==> src/rtl/nru_pkg.sv <==
package nru_pkg;
  localparam int unsigned NRU_DEF_SETS = 16;
  localparam int unsigned NRU_DEF_WAYS = 4;
endpackage

==> src/rtl/nru_way_dec.sv <==
module nru_way_dec #(
  parameter int unsigned NUM_WAYS = 4,
  localparam int unsigned WAY_W = $clog2(NUM_WAYS)
) (
  input  logic [WAY_W-1:0]    way_i,
  output logic [NUM_WAYS-1:0] oh_o
);
  always_comb begin
    oh_o = '0;
    for (int i = 0; i < NUM_WAYS; i++) begin
      if (way_i == WAY_W'(i)) oh_o[i] = 1'b1;
    end
  end
endmodule

==> src/rtl/nru_set_row.sv <==
module nru_set_row #(
  parameter int unsigned NUM_WAYS = 4
) (
  input  logic                clk_i,
  input  logic                rst_ni,
  input  logic                hit_i,
  input  logic [NUM_WAYS-1:0] way_oh_i,
  output logic [NUM_WAYS-1:0] bits_o
);
  logic [NUM_WAYS-1:0] bits_q, cleared, bits_d;

  always_comb begin
    cleared = bits_q & ~way_oh_i;
    // reload in the same edge that would empty the set
    bits_d  = (cleared == '0) ? '1 : cleared;
  end

  always_ff @(posedge clk_i or negedge rst_ni) begin
    if (!rst_ni)    bits_q <= '1;
    else if (hit_i) bits_q <= bits_d;
  end

  assign bits_o = bits_q;
endmodule

==> src/rtl/nru_lowest_pick.sv <==
module nru_lowest_pick #(
  parameter int unsigned NUM_WAYS = 4,
  localparam int unsigned WAY_W = $clog2(NUM_WAYS)
) (
  input  logic [NUM_WAYS-1:0] row_i,
  output logic [WAY_W-1:0]    way_o
);
  logic found;
  always_comb begin
    way_o = '0;
    found = 1'b0;
    for (int i = 0; i < NUM_WAYS; i++) begin
      if (row_i[i] && !found) begin
        way_o = WAY_W'(i);
        found = 1'b1;
      end
    end
  end
endmodule

==> src/rtl/nru_repl_sel.sv <==
module nru_repl_sel #(
  parameter int unsigned NUM_SETS = nru_pkg::NRU_DEF_SETS,
  parameter int unsigned NUM_WAYS = nru_pkg::NRU_DEF_WAYS,
  localparam int unsigned SET_W = $clog2(NUM_SETS),
  localparam int unsigned WAY_W = $clog2(NUM_WAYS)
) (
  input  logic             clk_i,
  input  logic             rst_ni,
  input  logic             touch_vld_i,
  input  logic [SET_W-1:0] touch_set_i,
  input  logic [WAY_W-1:0] touch_way_i,
  input  logic             vic_req_i,
  input  logic [SET_W-1:0] vic_set_i,
  output logic             vic_vld_o,
  output logic [WAY_W-1:0] vic_way_o
);
  logic [NUM_WAYS-1:0]          touch_oh;
  logic [NUM_WAYS-1:0]          rows [NUM_SETS];
  logic [NUM_SETS*NUM_WAYS-1:0] st_flat;
  logic [NUM_WAYS-1:0]          req_row;
  logic [WAY_W-1:0]             pick;

  nru_way_dec #(.NUM_WAYS(NUM_WAYS)) u_dec (
    .way_i (touch_way_i),
    .oh_o  (touch_oh)
  );

  for (genvar s = 0; s < NUM_SETS; s++) begin : g_set
    logic hit;
    assign hit = touch_vld_i && (touch_set_i == SET_W'(s));
    nru_set_row #(.NUM_WAYS(NUM_WAYS)) u_row (
      .clk_i    (clk_i),
      .rst_ni   (rst_ni),
      .hit_i    (hit),
      .way_oh_i (touch_oh),
      .bits_o   (rows[s])
    );
    assign st_flat[s*NUM_WAYS +: NUM_WAYS] = rows[s];
  end

  assign req_row = rows[vic_set_i];

  nru_lowest_pick #(.NUM_WAYS(NUM_WAYS)) u_pick (
    .row_i (req_row),
    .way_o (pick)
  );

  always_ff @(posedge clk_i or negedge rst_ni) begin
    if (!rst_ni) begin
      vic_vld_o <= 1'b0;
      vic_way_o <= '0;
    end else begin
      vic_vld_o <= vic_req_i;
      if (vic_req_i) vic_way_o <= pick;
    end
  end
endmodule

==> config.mk <==
export PLATFORM = sky130hd
export DESIGN_NAME = nru_repl_sel
export DESIGN_NICKNAME = d
export VERILOG_FILES = /design/src/rtl/nru_pkg.sv /design/src/rtl/nru_way_dec.sv /design/src/rtl/nru_set_row.sv /design/src/rtl/nru_lowest_pick.sv /design/src/rtl/nru_repl_sel.sv
export SDC_FILE = /design/constraint.sdc
export NUM_CORES = 1
export LEC_CHECK = 0
export BUFFER_PORTS_ARGS = -buffer_cell sky130_fd_sc_hd__buf_2
export CORE_MARGIN = 8
export CORE_UTILIZATION = 62
export CTS_CLUSTER_DIAMETER = 50
export DETAILED_ROUTE_END_ITERATION = 8
export HOLD_SLACK_MARGIN = 0.06
export PLACE_DENSITY = 0.83
export SLEW_MARGIN = 15
export SYNTH_ARGS = -nofsm -noshare
export SYNTH_HDL_FRONTEND = slang
export SYNTH_SLANG_ARGS = --single-unit
export TNS_END_PERCENT = 30
==> constraint.sdc <==
create_clock -name clk_i -period 2.15 [get_ports clk_i]
set_input_delay 0.215 -clock clk_i [delete_from_list [all_inputs] [get_ports clk_i]]
set_output_delay 0.215 -clock clk_i [all_outputs]
set_load 0.05 [all_outputs]
# Word-level counts from Yosys, hierarchy flattened
# Cells that the tools add are included.
dict set report op_classes {
  magnitude_cmp 1
  eq_ne 18
  muxes 29
  bitwise 18
  reduce_logical 40
}
# op n
set ops {}
lappend ops {{$mux W4} 18}
lappend ops {{$logic_not A4 Y1} 17}
lappend ops {{$and A4 B4 Y4} 16}
lappend ops {{$eq A4 B4 Y1 const B} 8}
lappend ops {{$logic_and A1 B1 Y1} 19}
lappend ops {{$bmux W4 S4} 1}
lappend ops {{$eq A4 B3 Y1 const B} 4}
lappend ops {{$eq A4 B2 Y1 const B} 2}
lappend ops {{$mux W1} 8}
lappend ops {{$ge A5 B5 Y1 const B} 1}
lappend ops {{$not A4 Y5} 1}
lappend ops {{$eq A2 B2 Y1 const B} 2}
lappend ops {{$eq A4 B1 Y1 const B} 1}
lappend ops {{$mux W2} 2}
lappend ops {{$not A4 Y4} 1}
lappend ops {{$logic_not A1 Y1} 3}
lappend ops {{$eq A2 B1 Y1 const B} 1}
lappend ops {{$logic_not A2 Y1} 1}
dict set report word_totals {
  reg_bits 67
  inputBits 14
  out_inout_bits 3
  wordCells 124
}

# Longest topological paths before layout
# Gate-level depths: netlist (run 1).
dict set report depth {
  ltp_word 14
  depth_mapped 7
  depth_no_buf 5
}

# Cells and area by module
# Synthesis (run 1) repeated with hierarchy kept, for this count alone.
dict set report hier_totals {
  cells_unflattened 412
  hier_area_um2 3958.8
}
# mod n_inst cells_per_inst area_each_um2 seq_area_each_um2
set by_module_without_submodules {}
lappend by_module_without_submodules {nru_set_row 16 21 196.4 105.1}
lappend by_module_without_submodules {nru_repl_sel 1 67 762.0 75.1}
lappend by_module_without_submodules {nru_lowest_pick 1 5 27.5 0.0}
lappend by_module_without_submodules {nru_way_dec 1 4 26.3 0.0}

# Worst setup path after synthesis (run 1)
# No wires, ideal clock.
dict set report synth_timing {
  path_type {input to register}
  startpoint {input port vic_set_i[1]}
  endpoint {register vic_way_o[1]}
  setup_ns 0.101
  arrival_ns 1.575
  t_required_ns 2.049
  slack_ns 0.474
  stages 6
  n_path_buf 1
  cell_sequence {buf_6 > mux4_1 > mux2_2 > nor3b_2 > a31oi_1 > o32ai_1}
}
dict set report synth_via {
  elab_chain_len 14
  elab_cells_between_ends 15
  cone_classes {mux (8); bitwise (1); reduce/logical (6)}
}
# element line
set synth_lines {}
lappend synth_lines {{start, declared} nru_repl_sel.sv:13} ;# input logic [SET_W-1:0] vic_set_i,
lappend synth_lines {{$not A4 Y5 (not written as such) (*)} nru_repl_sel.sv:41} ;# assign req_row = rows[vic_set_i];
lappend synth_lines {{$bmux W4 S4 (*)} nru_repl_sel.sv:41}
lappend synth_lines {{$mux W4 (not written as such) (*) (2 in series)} nru_repl_sel.sv:41}
lappend synth_lines {{$mux W1} nru_lowest_pick.sv:13} ;# if (row_i[i] && !found) begin
lappend synth_lines {{$logic_not A1 Y1} nru_lowest_pick.sv:13}
lappend synth_lines {{$logic_and A1 B1 Y1} nru_lowest_pick.sv:13}
lappend synth_lines {{$mux W1} nru_lowest_pick.sv:13}
lappend synth_lines {{$logic_not A1 Y1} nru_lowest_pick.sv:13}
lappend synth_lines {{$logic_and A1 B1 Y1} nru_lowest_pick.sv:13}
lappend synth_lines {{$mux W1} nru_lowest_pick.sv:13}
lappend synth_lines {{$logic_not A1 Y1} nru_lowest_pick.sv:13}
lappend synth_lines {{$logic_and A1 B1 Y1} nru_lowest_pick.sv:13}
lappend synth_lines {{$mux W2 (*)} nru_lowest_pick.sv:13}
lappend synth_lines {{end signal, assigned} nru_repl_sel.sv:54} ;# if (vic_req_i) vic_way_o <= pick;
lappend synth_lines {{end, declared} nru_repl_sel.sv:15} ;# output logic [WAY_W-1:0] vic_way_o
# Mark *: on every way between the ends. The rest lies on a longest branch, timed or not. The select of a mux whose other input is x is not followed.
# A chain may end at the register's enable or synchronous reset.

# Worst setup path after layout (run 1)
dict set report layout_timing {
  startpoint {register g_set[6].u_row.bits_q[0]}
  endpoint {register vic_way_o[1]}
}
dict set report layout_via {
  elab_chain_len 13
  elab_cells_between_ends 14
  cone_classes {mux (8); reduce/logical (6)}
}
# element line
set layout_lines {}
lappend layout_lines {{start, declared} nru_set_row.sv:10} ;# logic [NUM_WAYS-1:0] bits_q, cleared, bits_d;
lappend layout_lines {{start signal, assigned} nru_set_row.sv:20} ;# else if (hit_i) bits_q <= bits_d;
lappend layout_lines {{$bmux W4 S4 (*)} nru_repl_sel.sv:41}
lappend layout_lines {{$mux W4 (not written as such) (*) (2 in series)} nru_repl_sel.sv:41}
lappend layout_lines {{$mux W1 (*)} nru_lowest_pick.sv:13}
lappend layout_lines {{$logic_not A1 Y1} nru_lowest_pick.sv:13}
lappend layout_lines {{$logic_and A1 B1 Y1} nru_lowest_pick.sv:13}
lappend layout_lines {{$mux W1 (*)} nru_lowest_pick.sv:13}
lappend layout_lines {{$logic_not A1 Y1} nru_lowest_pick.sv:13}
lappend layout_lines {{$logic_and A1 B1 Y1} nru_lowest_pick.sv:13}
lappend layout_lines {{$mux W1} nru_lowest_pick.sv:13}
lappend layout_lines {{$logic_not A1 Y1} nru_lowest_pick.sv:13}
lappend layout_lines {{$logic_and A1 B1 Y1} nru_lowest_pick.sv:13}
lappend layout_lines {{$mux W2 (*)} nru_lowest_pick.sv:13}
# Marks and branches as above.

==> flow_metrics.env, run 1 <==
export IMPL_synth_cell_types=34
export IMPL_layout_nets=439
export IMPL_worst_pin_slew_ns=0.7075
export IMPL_setup_viol=0
export IMPL_r2r_cells=5
export IMPL_cap_viol_max_count=0
export IMPL_track_usage=0.2389
export IMPL_slew_viol_final=0
export IMPL_worst_hold_path_type="in2reg"
export IMPL_dieArea_sq_um=8876
export IMPL_hold_depth=4
export IMPL_grt_max_degree=37
export IMPL_swShare=0.3307
export IMPL_timing_fmax_mhz=558.9
export IMPL_use_met2=0.3610
export IMPL_h_tree_depth=3
export IMPL_cts_resized_gates=0
export IMPL_die_y_um=94.21
export IMPL_path_clk_slew_ns=0.07
export IMPL_die_w_um=94.21
export IMPL_p_per_area_nw_per_um2=1139
export IMPL_finalCritPeriodShare=0.8322
export IMPL_numCtsBuffers=9
export IMPL_outcome="completed"
export IMPL_dr_pass1_iters=5
export IMPL_place_congestion=0.9567
export IMPL_fin_worst_skew_ns=0.005524
export IMPL_core_area_sq_um=5921
export IMPL_cp_arrival_ns=2.04
export IMPL_syn2layout_area_growth_pct=12.11
export IMPL_io_buffers=16
export IMPL_start_kind="flop"
export IMPL_synth_compound_area_share=0.1567
export IMPL_p_int_mw=3.240
export IMPL_hold_worst_slack_ns=0.3336
export IMPL_synthesis_area_sq_um=3792
export IMPL_crit_fanout=3
export IMPL_clkSinkCount=67
export IMPL_num_rows=28
export IMPL_grt_busiest_layer="met2"
export IMPL_diodes=0
export IMPL_synth_adder_area_share=0
export IMPL_grt_use_met1=0.2908
export IMPL_synthMuxAreaShare=0.1478
export IMPL_seqPwrFrac=0.507
export IMPL_use_met3=0.07034
export IMPL_start_util=0.6405
export IMPL_report_final_hold_viol_count=0
export IMPL_synth_edf_count=0
export IMPL_syn_nets=412
export IMPL_grt_ovfl_total=0
export IMPL_fillers=419
export IMPL_synth_cells=398
export IMPL_endpoint_kind="flop"
export IMPL_synth_ff_type="dfstp_2"
export IMPL_cts_root_buffer="clkbuf_8"
export IMPL_mostFrequentLayoutCells="nand2_1, o21ai_0, dfstp_2, nor2_1, nand3_1"
export IMPL_clkPwrFrac=0.237
export IMPL_routed_via_density=6.710
export IMPL_ys_ff_latch=67
export IMPL_ant_nets=0
export IMPL_leakage_nw=1.849
export IMPL_routedWlPerCell_um=19.95
export IMPL_crit_type="reg2reg"
export IMPL_synth_warnings=0
export IMPL_dp_final_hpwl_um=7018
export IMPL_seq_area_frac_synth=0.4632
export IMPL_switching_power_mw=1.601
export IMPL_drive_above_1_share=0.2890
export IMPL_io_pins=17
export IMPL_drt_iter0_drc=233
export IMPL_synth_xor_area_share=0
export IMPL_slew_headroom=0.5283
export IMPL_antenna_found_initial=0
export IMPL_synth_simple_area_share=0.1904
export IMPL_mostFrequentLayoutCell="nand2_1"
export IMPL_clk_path_buf_depth=2
export IMPL_reg2reg_slack_ns=0.36
export IMPL_num_vias=3382
export IMPL_critPathRequiredTime_ns=2.41
export IMPL_comb_power_share=0.256
export IMPL_grt_pass1_wl_um=16350
export IMPL_cts_tree="built"
export IMPL_rsz0062_at_grt="false"
export IMPL_drcViolationCount=0
export IMPL_grt_pass1_vias=3279
export IMPL_fin_tns_setup_ns=0
export IMPL_synth_top_family_by_area="simple AND/OR/NAND/NOR gates"
export IMPL_finalWirelength_um=10050
export IMPL_syn_avg_cell_area_sq_um=9.529
export IMPL_ir_drop_uv=774.3
export IMPL_async_flop_share=1.000
export IMPL_fin_crit_ns=1.789
export IMPL_clock_latency_ns=0.35
[per-layer routing]
layer  wire length, um  share of wire
met3               949          0.094
met5                 0              0
met4               327          0.033
met2              4724           0.47
met1              4051           0.40
[power groups by stage]
stage                     registers (mW)  logic [mW]  clock network, mW
after floorplan                     2.28       0.915                  0
after global placement              2.42        1.13                  0
after detailed placement            2.43        1.21                  0
after CTS                           2.43        1.23               1.15
after global routing                2.50        1.37               1.22
final                               2.46        1.24               1.15
[worst paths after layout]
check                                                     start                                   end
setup / recovery           g_set[6].u_row.bits_o[0]$_DFFE_PN1P_              vic_way_o[1]$_DFFE_PN0P_
hold / removal                                   touch_set_i[0]  g_set[7].u_row.bits_o[2]$_DFFE_PN1P_
setup reg to reg           g_set[6].u_row.bits_o[0]$_DFFE_PN1P_              vic_way_o[1]$_DFFE_PN0P_
hold reg to reg            g_set[3].u_row.bits_o[0]$_DFFE_PN1P_  g_set[3].u_row.bits_o[0]$_DFFE_PN1P_
max in group asynchronous                                rst_ni  g_set[4].u_row.bits_o[2]$_DFFE_PN1P_
min in group asynchronous                                rst_ni              vic_way_o[1]$_DFFE_PN0P_
[cell type report]
cell class / instances / area, sq um / share of cell area
multi-input cells: 293 / 1877 / 0.4414
repair buffers: 36 / 247.7 / 0.05827
inverters: 18 / 67.56 / 0.01589
flip-flops and latches: 67 / 1757 / 0.4132
clock inverters: 2 / 60.06 / 0.01413
clock buffers: 13 / 148.9 / 0.03502
well taps: 75 / 93.84 / 0.02207
[synth_stat cells (2+ instances only)]
cell type	number	share of area
a22oi_1	3	0.0059
a31oi_1	3	0.0049
a32oi_1	14	0.032
and3_1	2	0.0033
buf_2	4	0.0053
clkbuf_1	13	0.013
dfrtp_1	3	0.020
dfstp_2	64	0.44
inv_1	18	0.018
mux2i_1	17	0.045
mux4_1	5	0.035
mux4_2	11	0.065
nand2_1	81	0.080
nand2b_1	2	0.0033
nand3_1	21	0.028
nand3b_1	10	0.020
nor2_1	21	0.021
nor2b_1	6	0.0099
nor4_1	6	0.0099
o21ai_0	76	0.10
o21bai_1	4	0.0079
or4_1	2	0.0040
[worst max-delay path, stage by stage (launching register included)]
cell	delay, ns
dfstp_2	0.38
mux4_1	0.50
mux2_2	0.29
nor3b_2	0.16
a31oi_1	0.08
o32ai_1	0.29
[sequential cells by signal, indices dropped and copies added (netlist names)]
register            count
vic_way_o               2
g_set.u_row.bits_o     64
vic_vld_o               1
[through the flow]
stage / power, mW / instances / utilization / worst slack, ns / instance area [sq um]
3_5_place_dp: 3.640 / 487 / 0.6794 / 0.2762 / 4023
4_1_cts: 4.807 / 504 / 0.7181 / 0.3864 / 4252
3_3_place_gp: 3.547 / 487 / 0.6794 / 0.3104 / 4023
5_1_grt: 5.088 / 504 / 0.7181 / 0.3054 / 4252
2_1_floorplan: 3.192 / 398 / - / 0.4744 / 3792
6_report: 4.840 / 504 / 0.7181 / 0.3608 / 4252
[timing repair]
action,in CTS,in global routing
setup buffers,0,0
hold buffers,2,0
endpoints found under the hold margin,4,0
setup endpoints to repair,0,0
[cell families (layout without fill, tap and decap cells)]
kind of cell / count (synthesis) / after routing
buffers and inverters: 38 / 69
AOI/OAI and AO/OA: 103 / 103
and+or+nand+nor: 156 / 156
muxes: 34 / 34
DFF: 67 / 67
(Power assumes the default switching activity.)
==> run 2: changes to the inputs <==
==> constraint.sdc (replaced) <==
create_clock -name clk_i -period 1.87 [get_ports clk_i]
set_input_delay 0.187 -clock clk_i [delete_from_list [all_inputs] [get_ports clk_i]]
set_output_delay 0.187 -clock clk_i [all_outputs]
set_load 0.05 [all_outputs]
==> run 2 against run 1 <==
Net effect:
- cell count up 1.4%
- first-iteration DRC count down 3.0%
- global-route usage down 0.65 points
- fmax increased by 1.3%
- sequential share of layout area shrank 0.27 points
- design area increased by 0.65%
- clock power is essentially flat
- core utilization grew 0.46 points
- die area unchanged
- critical endpoint unchanged
- highest routed layer unchanged
==> flow_metrics.env, run 2 (synthesized netlist as in run 1, its figures left out) <==
export IMPL_routed_via_density=6.499
export IMPL_dieArea_sq_um=8876
export IMPL_p_per_area_nw_per_um2=1268
export IMPL_cp_startpoint="g_set[7].u_row.bits_o[0]$_DFFE_PN1P_"
export IMPL_start_util=0.6405
export IMPL_leakage_nw=1.867
export IMPL_instances_no_fill=511
export IMPL_worst_pin_slew_ns=0.5373
export IMPL_worstHoldEndpoint="g_set[5].u_row.bits_o[2]$_DFFE_PN1P_"
export IMPL_path_clk_slew_ns=0.07
export IMPL_start_kind="flop"
export IMPL_outcome="completed"
export IMPL_slew_viol_final=0
export IMPL_postLayoutCoreUtil=0.7227
export IMPL_cp_arrival_ns=2.03
export IMPL_drt_iter0_drc=226
export IMPL_dp_final_hpwl_um=6906
export IMPL_track_usage=0.2323
export IMPL_io_pins=17
export IMPL_worstHoldStart="touch_set_i[3]"
export IMPL_fin_crit_ns=1.766
export IMPL_mostFrequentLayoutCells="nand2_1, o21ai_0, dfstp_2, buf_4"
export IMPL_worst_hold_path_type="in2reg"
export IMPL_crit_chain="mux4_2 > mux2_2 > nor3b_2 > a31oi_1 > o32ai_2"
export IMPL_h_tree_depth=3
export IMPL_largest_reg_flops=64
export IMPL_num_rows=28
export IMPL_mostFrequentLayoutCell="nand2_1"
export IMPL_crit_fanout=3
export IMPL_cts_root_buffer="clkbuf_8"
export IMPL_numCtsBuffers=9
export IMPL_dp_cells=493
export IMPL_drcViolationCount=0
export IMPL_io_buffers=16
export IMPL_ir_drop_uv=800.3
export IMPL_grt_ovfl_total=0
export IMPL_antenna_found_initial=0
export IMPL_critPathRequiredTime_ns=2.13
export IMPL_grt_max_degree=68
export IMPL_layout_nets=445
export IMPL_clk_path_buf_depth=2
export IMPL_clock_latency_ns=0.35
export IMPL_cts_tree="built"
export IMPL_dr_pass1_iters=6
export IMPL_crit_type="reg2reg"
export IMPL_fin_worst_skew_ns=0.002585
export IMPL_critPathMaxStageDelay_ns=0.49
export IMPL_ant_nets=0
export IMPL_finalCritPeriodShare=0.9442
export IMPL_rsz0062_at_grt="false"
export IMPL_hold_depth=4
export IMPL_place_congestion=0.9315
export IMPL_num_vias=3321
export IMPL_postCtsSetupRepairBufs=0
export IMPL_timing_fmax_mhz=566.4
export IMPL_crit_buf_inv=0
export IMPL_cap_viol_max_count=0
export IMPL_grt_pass1_vias=3200
export IMPL_routedWlPerCell_um=19.18
export IMPL_setup_viol=0
export IMPL_syn2layout_area_growth_pct=12.83
export IMPL_drive_above_1_share=0.3028
export IMPL_grt_pass1_wl_um=16100
export IMPL_endpoint_kind="flop"
export IMPL_core_area_sq_um=5921
export IMPL_clkSinkCount=67
export IMPL_r2r_end="vic_way_o[1]$_DFFE_PN0P_"
export IMPL_finalWirelength_um=9803
export IMPL_die_y_um=94.21
export IMPL_r2r_cells=5
export IMPL_hold_worst_slack_ns=0.3073
export IMPL_report_final_hold_viol_count=0
export IMPL_slew_headroom=0.6418
export IMPL_diodes=0
export IMPL_die_w_um=94.21
export IMPL_critical_path_top_delay_family="multiplexers"
export IMPL_reg2reg_from="g_set[7].u_row.bits_o[0]$_DFFE_PN1P_"
export IMPL_reg2reg_slack_ns=0.10
export IMPL_power_total_mw=5.424
export IMPL_fin_tns_setup_ns=0
export IMPL_cp_slowest_cell="mux4_2"
## run 2: cell types whose count changed in the layout (fill, tap and decap cells not counted)
cell | previous run | this run
o32ai_1 | 1 | 0
clkinv_2 | 0 | 1
buf_4 | 17 | 23
mux4_1 | 5 | 4
mux4_2 | 11 | 12
o32ai_2 | 0 | 1
bufinv_16 | 2 | 1
clkbuf_1 | 3 | 4
## run 2: where the power goes
| part | leakage [nW] | internal, mW | switching, mW |
|---|---|---|---|
| registers | 0.710 | 2.28 | 0.533 |
| logic | 1.06 | 0.673 | 0.753 |
| clock network | 0.0947 | 0.652 | 0.530 |
## run 2: final cells by class
class	instances	area [sq um]
clock inverter	2	35.03
timing repair buffer	42	292.8
clock buffer	14	152.6
multi-input combinational	293	1881
inverter	18	67.56
fill	435	1642
sequential	67	1757
tap	75	93.84
## run 2: per-stage QoR
step                worst slack [ns]  instance area [sq um]
floorplan                     0.2224                   3792
global placement             0.05306                   4068
detailed placement          -0.01568                   4068
CTS                          0.04713                   4275
global route                 0.01169                   4279
finish                        0.1044                   4279
## run 2: tightest hold or removal path, delay by kind of cell
| kind | cells | cell delay [ns] |
|---|---|---|
| simple gates | 3 | 0.36 |
| buf+inv | 1 | 0.11 |
## run 2: per-layer routing
| metal | vias up | track usage | wire length [um] |
|---|---|---|---|
| li1 | 1498 | - | - |
| met1 | 1597 | 0.3070 | 4060 |
| met2 | 203 | 0.3581 | 4590 |
| met3 | 23 | 0.05596 | 946 |
| met4 | 0 | 0.09115 | 205 |
| met5 | - | 0 | 0 |
## run 2: worst max-delay path by stage
stage / cells past startpoint / to / slack, ns
finish: 5 / vic_way_o[1]$_DFFE_PN0P_ / 0.10
global route: 5 / vic_way_o[1]$_DFFE_PN0P_ / 0.01
CTS: 5 / vic_way_o[1]$_DFFE_PN0P_ / 0.05
detailed placement: 6 / vic_way_o[1]$_DFFE_PN0P_ / -0.02
global placement: 6 / vic_way_o[1]$_DFFE_PN0P_ / 0.05
floorplan: 6 / vic_way_o[1]$_DFFE_PN0P_ / 0.22
## run 2: repair_timing
action | CTS | global route
gates resized for setup | 0 | 2
endpoints found under the hold margin | 4 | 0
endpoints found under the setup margin | 0 | 1
hold buffers | 2 | 0
==> run 3: changes to the inputs <==
--- a/config.mk
+++ b/config.mk
@@ -5,13 +5,14 @@
 export SDC_FILE = /design/constraint.sdc
 export NUM_CORES = 1
 export LEC_CHECK = 0
+export ABC_AREA = 1
 export BUFFER_PORTS_ARGS = -buffer_cell sky130_fd_sc_hd__buf_2
 export CORE_MARGIN = 8
-export CORE_UTILIZATION = 62
+export CORE_UTILIZATION = 61
 export CTS_CLUSTER_DIAMETER = 50
 export DETAILED_ROUTE_END_ITERATION = 8
 export HOLD_SLACK_MARGIN = 0.06
-export PLACE_DENSITY = 0.83
+export PLACE_DENSITY = 0.82
 export SLEW_MARGIN = 15
 export SYNTH_ARGS = -nofsm -noshare
 export SYNTH_HDL_FRONTEND = slang
==> run 3 against run 2 <==
Net effect:
- register-to-register slack better by 0.38 ns
- clock power is 5% lower
- largest power group unchanged
- die area shrank 0.75%
- sequential power is 7.4% lower
- first-iteration DRC count grew 37%
- combinational power shrank 5%
- count of clock-buffer cells in the layout down 4
- cell count up 17%
- highest routed layer unchanged
- synthesized cell count rose by 25%
- non-clock buffer count shrank 15
==> flow_metrics.env, run 3 <==
export IMPL_finalCritPeriodShare=0.7384
export IMPL_synth_cells=498
export IMPL_synth_most_common_cell="nand2_1"
export IMPL_seq_area_frac_synth=0.4751
export IMPL_cp_arrival_ns=1.64
export IMPL_synth_common_cells="nand2_1, inv_1, o21ai_0"
export IMPL_power_total_mw=5.097
export IMPL_finalWirelength_um=9435
export IMPL_worst_hold_path_type="in2reg"
export IMPL_crit_chain="inv_1 > o21ai_0 > nand2_1 > nand3_1 > nand3_1 > nand2_1 > nor2_1 > nand2_1 > nand2_1"
export IMPL_report_final_hold_viol_count=0
export IMPL_grt_max_degree=68
export IMPL_io_pins=17
export IMPL_track_usage=0.2266
export IMPL_slew_headroom=0.6679
export IMPL_grt_ovfl_total=0
export IMPL_die_w_um=93.86
export IMPL_synth_adder_area_share=0
export IMPL_num_vias=3513
export IMPL_mostFrequentLayoutCells="nand2_1, inv_1, o21ai_0, dfstp_2, nand3_1"
export IMPL_synth_ff_type="dfstp_2"
export IMPL_dr_pass1_iters=5
export IMPL_synth_simple_area_share=0.2619
export IMPL_rsz0062_at_grt="false"
export IMPL_die_y_um=93.86
export IMPL_synthMuxAreaShare=0
export IMPL_numCtsBuffers=9
export IMPL_drive_above_1_share=0.2165
export IMPL_synth_cell_types=21
export IMPL_ant_nets=0
export IMPL_place_ws_ns=0.3883
export IMPL_antenna_found_initial=0
export IMPL_clk_path_buf_depth=2
export IMPL_io_buffers=16
export IMPL_num_rows=28
export IMPL_p_per_area_nw_per_um2=1249
export IMPL_clkSinkCount=67
export IMPL_slew_viol_final=0
export IMPL_worst_pin_slew_ns=0.4975
export IMPL_synth_compound_area_share=0.1665
export IMPL_yosys_top_cells_area="dfstp_2, nand2_1, o21ai_0"
export IMPL_grt_pass1_wl_um=15760
export IMPL_cap_viol_max_count=0
export IMPL_ir_drop_uv=834.5
export IMPL_dieArea_sq_um=8809
export IMPL_leakage_nw=1.937
export IMPL_yosys_area_top_type_share=0.4548
export IMPL_final_setup_worst_slack_ns=0.4891
export IMPL_syn_nets=512
export IMPL_crit_buf_inv=1
export IMPL_postCtsSetupRepairBufs=0
export IMPL_path_clk_slew_ns=0.08
export IMPL_cts_hold_buf=2
export IMPL_largest_reg_flops=64
export IMPL_fin_worst_skew_ns=0.01179
export IMPL_diodes=0
export IMPL_synth_warnings=0
export IMPL_outcome="completed"
export IMPL_synth_xor_area_share=0
export IMPL_cts_tree="built"
export IMPL_mostFrequentLayoutCell="nand2_1"
export IMPL_crit_type="reg2reg"
export IMPL_routedWlPerCell_um=15.80
export IMPL_fin_crit_ns=1.381
export IMPL_ys_ff_latch=67
export IMPL_async_flop_share=1.000
export IMPL_crit_fanout=3
export IMPL_critPathMaxStageDelay_ns=0.56
export IMPL_timing_fmax_mhz=724.2
export IMPL_core_area_sq_um=5886
export IMPL_synth_top_family_by_area="simple AND/OR/NAND/NOR gates"
export IMPL_synth_edf_count=0
export IMPL_critPathRequiredTime_ns=2.13
export IMPL_drcViolationCount=0
export IMPL_h_tree_depth=3
export IMPL_grt_pass1_vias=3390
export IMPL_cts_root_buffer="clkbuf_8"
export IMPL_cp_slowest_cell="dfstp_2"
export IMPL_syn2layout_area_growth_pct=10.36
export IMPL_syn_avg_cell_area_sq_um=7.424
export IMPL_start_kind="flop"
export IMPL_start_util=0.6282
export IMPL_layout_nets=531
export IMPL_yosysTopAreaCell="dfstp_2"
export IMPL_path_common_cell="nand2_1"
export IMPL_drt_iter0_drc=309
export IMPL_setup_viol=0
export IMPL_cts_resized_gates=0
export IMPL_endpoint_kind="flop"
export IMPL_synthesis_area_sq_um=3697
export IMPL_critical_path_top_delay_family="flip-flops"
export IMPL_fin_tns_setup_ns=0
export IMPL_clock_latency_ns=0.36
export IMPL_place_congestion=0.9564
export IMPL_dp_final_hpwl_um=6471
export IMPL_routed_via_density=5.884
-- run 3: power breakdown --
group          internal [mW]  switching [mW]
Sequential              2.29           0.327
Combinational          0.532           0.831
Clock                  0.514           0.605
-- run 3: routing by layer --
layer | global-route usage | share of wire
met1 | 0.2888 | 0.43
met2 | 0.3530 | 0.48
met3 | 0.05596 | 0.072
met4 | 0.1057 | 0.021
met5 | 0 | 0
-- run 3: worst reg2reg max path: cells and delay by family, from the launching register on --
kind | cells | cell delay (ns)
compound gates | 1 | 0.17
buf+inv | 1 | 0.04
flops | 1 | 0.56
simple gates | 7 | 0.52
-- run 3: cell families (layout without fill, tap and decap cells) --
kind of cell    count (synthesis)  count (layout)
compound gates                102             102
flops                          67              67
simple gates                  237             237
buf+inv                        92             116
-- run 3: path summary, 6_finish.rpt --
path | start | end | slack (ns) | cells past startpoint
max | g_set[8].u_row.bits_o[1]$_DFFE_PN1P_ | vic_way_o[1]$_DFFE_PN0P_ | 0.49 | 9
min reg2reg | g_set[1].u_row.bits_o[1]$_DFFE_PN1P_ | g_set[1].u_row.bits_o[1]$_DFFE_PN1P_ | 0.48 | 2
max in group asynchronous | rst_ni | g_set[6].u_row.bits_o[2]$_DFFE_PN1P_ | 1.18 | 3
min | vic_set_i[3] | vic_way_o[1]$_DFFE_PN0P_ | 0.31 | 5
max reg2reg | g_set[8].u_row.bits_o[1]$_DFFE_PN1P_ | vic_way_o[1]$_DFFE_PN0P_ | 0.49 | 9
min in group asynchronous | rst_ni | vic_vld_o$_DFF_PN0_ | 0.39 | 3
-- run 3: final cells by class --
class                   count  area (sq um)
clock inverters             6         41.29
clock buffers              10         137.6
repair buffers             27         192.7
well taps                  75         93.84
fillers                   460          1805
inverters                  73         274.0
flip-flops and latches     67          1757
multi-input cells         339          1584
-- run 3: through the flow --
stage          hold WS [ns]  instances    util  cell area [sq um]
5_1_grt              0.3163        597  0.6932               4080
4_1_cts              0.2896        597  0.6932               4080
6_report             0.3102        597  0.6932               4080
3_3_place_gp         0.2275        579  0.6594               3881
3_5_place_dp         0.2349        579  0.6594               3881
2_1_floorplan       -0.1086        498       -               3697
